## src/rtl/lockwin_guard.sv

```systemverilog
module lockwin_guard #(
  parameter int          ADDR_W   = 24,
  parameter logic [31:0] WIN_BASE = 32'h0003_0000,
  parameter logic [31:0] WIN_LEN  = 32'h0002_0000
) (
  input  logic              clk,
  input  logic              rst_n,
  input  logic              cfg_we,
  input  logic [7:0]        cfg_wdata,
  output logic [7:0]        cfg_rdata,
  input  logic              mem_req,
  input  logic              mem_we,
  input  logic [ADDR_W-1:0] mem_addr,
  input  logic [7:0]        mem_wdata,
  output logic [7:0]        mem_rdata,
  output logic              ram_req,
  output logic              ram_we,
  output logic [ADDR_W-1:0] ram_addr,
  output logic [7:0]        ram_wdata,
  input  logic [7:0]        ram_rdata
);

  localparam logic [ADDR_W:0] LO = (ADDR_W+1)'(WIN_BASE);
  localparam logic [ADDR_W:0] HI = (ADDR_W+1)'(WIN_BASE + WIN_LEN);
  localparam logic [7:0] KEY_ARM   = 8'hFF;
  localparam logic [7:0] KEY_CLOSE = 8'h02;

  typedef enum logic [1:0] {S_IDLE = 2'd0, S_ARMED = 2'd1, S_CLOSED = 2'd2} st_t;

  st_t st, st_nx;

  always_comb begin
    st_nx = st;
    if (cfg_we) begin
      unique case (st)
        S_IDLE:   if (cfg_wdata == KEY_ARM)   st_nx = S_ARMED;
        S_ARMED:  if (cfg_wdata == KEY_CLOSE) st_nx = S_CLOSED;
        default:  st_nx = st;
      endcase
    end
  end

  always_ff @(posedge clk or negedge rst_n)
    if (!rst_n) st <= S_IDLE;
    else        st <= st_nx;

  assign cfg_rdata = {6'd0, st};

  wire in_win  = ({1'b0, mem_addr} >= LO) && ({1'b0, mem_addr} < HI);
  wire blocked = (st == S_CLOSED) && in_win;

  assign ram_req   = mem_req && !blocked;
  assign ram_we    = mem_we;
  assign ram_addr  = mem_addr;
  assign ram_wdata = mem_wdata;
  assign mem_rdata = blocked ? 8'hFF : ram_rdata;

  AST_RESET_IDLE: assert property (@(posedge clk) $rose(rst_n) |-> cfg_rdata == 8'h00);
  AST_OPEN_PASS: assert property (@(posedge clk) disable iff (!rst_n)
    (cfg_rdata != 8'h02 && mem_req) |-> (ram_req && ram_addr == mem_addr && mem_rdata == ram_rdata));
  AST_IDLE_JUNK: assert property (@(posedge clk) disable iff (!rst_n)
    (cfg_rdata == 8'h00 && cfg_we && cfg_wdata != 8'hFF) |=> cfg_rdata == 8'h00);
  AST_IDLE_ARM: assert property (@(posedge clk) disable iff (!rst_n)
    (cfg_rdata == 8'h00 && cfg_we && cfg_wdata == 8'hFF) |=> cfg_rdata == 8'h01);
  AST_ARMED_HOLD: assert property (@(posedge clk) disable iff (!rst_n)
    (cfg_rdata == 8'h01 && !(cfg_we && cfg_wdata == 8'h02)) |=> cfg_rdata == 8'h01);
  AST_ARMED_CLOSE: assert property (@(posedge clk) disable iff (!rst_n)
    (cfg_rdata == 8'h01 && cfg_we && cfg_wdata == 8'h02) |=> cfg_rdata == 8'h02);
  AST_CLOSED_STICKY: assert property (@(posedge clk) disable iff (!rst_n)
    cfg_rdata == 8'h02 |=> cfg_rdata == 8'h02);
  AST_SINK_NO_RAM: assert property (@(posedge clk) disable iff (!rst_n)
    (cfg_rdata == 8'h02 && mem_req && {1'b0, mem_addr} >= LO && {1'b0, mem_addr} < HI)
      |-> (!ram_req && mem_rdata == 8'hFF));
  AST_OUTSIDE_PASS: assert property (@(posedge clk) disable iff (!rst_n)
    (mem_req && ({1'b0, mem_addr} < LO || {1'b0, mem_addr} >= HI)) |-> ram_req);
  AST_STATE_LEGAL: assert property (@(posedge clk) disable iff (!rst_n)
    cfg_rdata inside {8'h00, 8'h01, 8'h02});

endmodule

```

## config.mk

```make
export PLATFORM = sky130hd
export DESIGN_NAME = lockwin_guard
export DESIGN_NICKNAME = d
export VERILOG_FILES = /design/src/rtl/lockwin_guard.sv
export SDC_FILE = /design/constraint.sdc
export NUM_CORES = 1
export LEC_CHECK = 0
export ABC_AREA = 1
export CAP_MARGIN = 20
export CELL_PAD_IN_SITES_DETAIL_PLACEMENT = 1
export CELL_PAD_IN_SITES_GLOBAL_PLACEMENT = 2
export CORE_AREA = 2 2 66 99
export CTS_BUF_LIST = sky130_fd_sc_hd__clkbuf_2 sky130_fd_sc_hd__clkbuf_4 sky130_fd_sc_hd__clkbuf_8
export CTS_CLUSTER_DIAMETER = 200
export CTS_CLUSTER_SIZE = 10
export DETAILED_ROUTE_END_ITERATION = 10
export DIE_AREA = 0 0 68 101
export GPL_ROUTABILITY_DRIVEN = 0
export HOLD_SLACK_MARGIN = 0.15
export PLACE_DENSITY = 0.95
export SLEW_MARGIN = 20
export SYNTH_ARGS = -nofsm -noshare
export SYNTH_HDL_FRONTEND = slang
export SYNTH_SLANG_ARGS = --single-unit
export TNS_END_PERCENT = 20
```

## constraint.sdc

```tcl
create_clock -name clk -period 1.7 [get_ports clk]
set_input_delay 0.255 -clock clk [delete_from_list [all_inputs] [get_ports clk]]
set_output_delay 0.255 -clock clk [all_outputs]
set_load 0.05 [all_outputs]
```

==> results.yml <==
global_routing:
  grt.met1_usage_pct: 5.061
  grt_usage_pct: 6.019
  grt_max_degree: 6
  grt_pass1_wl_mm: 3.077
  grt_antenna_before_repair: 0
  met3_usage_pct: 2.011
  grt_overflow: 0
  grt_pass1_vias: 660
  busiest_layer: "met2"
  grt.met2_usage_pct: 11.35
synthesis:
  synth.largest_area_cell: "buf_4"
  synth_top_area_share_pct: 50.65
  synthFlopType: "dfrtp_1"
  ys_warn_count: 0
  ys_ff_latch: 2
  synth_edf_count: 0
  synth_area_um2: 578.1
  synthCells: 90
  synth_common_cells: "buf_4 (39), nand2_1 (12), nor2_1 (9)"
  synth_cell_types: 14
  yosysSeqAreaShare_pct: 8.658
  syn_avg_cell_area_um2: 6.423
  yosys-top-cells-area: "buf_4 (51%), dfrtp_1 (8.7%), or2_1 (8.7%)"
  post-synth-top-count-cell: "buf_4"
  async_flop_share_pct: 100.0
cts:
  cts_root_buf: "clkbuf_8"
  clkSinkCount: 2
  cts_max_path_buffers: 2
  clkSlewWorstSetupHoldPaths_ns: 0.03
  holdBufCountCts: 0
  clk_latency_ns: 0.21
  cts_buffers: 3
  cts_tree: "yes"
  htree_levels: 1
place:
  dp_hpwl_mm: 1.657
  portBuffers: 46
  dpl_worst_slack_ns: -0.2577
  place_area_um2: 1065
floorplanning:
  boundaryPins: 103
  die_w_um: 68
  core-area_um2: 6043
  die_h_um: 101
  rows: 35
  die_area_um2: 6868
  start_util_pct: 9.565
setup_path:
  cp_top_family: "flip-flops"
  worstPathRequired_ns: 1.44
  endpoint_kind: "output port"
  worstPathBufferInverterCount: 3
  arrival_ns: 1.36
  slowest_delay_ns: 0.41
  start_kind: "flop"
  criticalPathCategory: "reg2out"
  path_depth: 6
  crit_path_top_delay_cell: "dfrtp_1"
  path_cells: "inv_2 > nand4_1 > buf_6 > nor2_4 > or2_4 > buf_12"
  cp_max_fo: 5
  ff2ff_path_depth: 7
timing:
  period_minus_slack_ns: 1.612
  final_hold_viol_count: 0
  finalSetupViolations: 0
  rsz0062_at_grt: "true"
  fin_skew_ns: 0.0002129
  max_freq_mhz: 620.2
  fin_ws_ns: 0.08754
  final_max_slew_viol_count: 0
  post-route-period-util_pct: 94.85
detailed_routing:
  num_vias: 575
  wl_mm: 1.903
  drt_pass1_iterations: 2
  drt-vias-per-instance: 3.059
  avgRoutedWirePerCell_um: 10.12
  drc: 0
  drt_iter0_drc: 2
  ant_nets: 0
finish:
  largest_reg_flops: 2
  nets: 169
  regMostFlops: "st"
  layout-drive-gt1-share_pct: 42.98
  area_growth_pct: 99.13
  final_area_um2: 1151
  reg.largest.list: "st x2"
  final_util_pct: 19.05
  diodes: 0
status:
  status: "finished clean"
power_and_ir_drop:
  power_density_nw_per_um2: 478.7
  leakagePower_uw: 0.0005039
  finalPower_uw: 551.0
  peakVddDrop_v: 0.0003351
run:
  cap_violations: 0
min_path:
  hp-class: "in2async"
routing by layer:
layer | wire [µm] | vias to the layer above
li1 | - | 278
met1 | 490 | 257
met2 | 1150 | 30
met3 | 227 | 10
met4 | 34 | 0
met5 | 0 | -
cell families after synthesis:
family	count (synthesis)	synth area share, %
compound gates	3	4.112
buf+inv	46	55.19
flops	2	8.658
simple gates	38	31.38
other cells	1	0.6487
power by group:
part	internal [µW]	switching [µW]
Clock	149	35.0
Sequential	48.0	0
Combinational	157	161
Total	355	196
worst paths after layout:
path	slack, ns	end	from
hold / removal	0.22	st[0]	rst_n
setup reg to reg	0.46	st[0]	st[1]
min in group clk	0.49	st[1]	st[1]
hold reg to reg	0.49	st[1]	st[1]
max in group asynchronous	1.36	st[1]	rst_n
setup / recovery	0.09	mem_rdata[1]	st[0]
area by class of cell:
class	count	area [µm²]
fill	728	4892
timing repair buffer	54	666.9
multi-input combinational	48	274.0
tap	74	92.59
sequential	2	50.05
clock buffer	3	41.29
inverter	7	26.28
cells in the final DEF, fill, tap and decap left out, drive strengths merged:
cell           instances
conb                   6
clkbuf                 3
or2                    8
clkdlybuf4s50         19
nand4                  1
o21bai                 1
o21a                   1
buf                   27
a21oi                  1
nand3                  3
dlygate4sd2            8
nand2                 12
nor2                  15
inv                    7
dfrtp                  2
what timing repair did:
action                                  CTS  global route
cloned                                    1             0
resized for setup                        18             4
endpoints found under the setup margin    9             8
pin swaps                                 6             3
buffers inserted                          1             0
through the flow:
step / instances / TNS, ns / hold WS (ns)
after floorplan: 95 / -0.7722 / -0.04059
after global placement: 183 / -1.804 / 0.4260
after detailed placement: 183 / -2.146 / 0.4335
after CTS: 188 / 0 / 0.2122
after global routing: 188 / -0.0001993 / 0.2181
final: 188 / 0 / 0.2151
(Power assumes the default switching activity.)
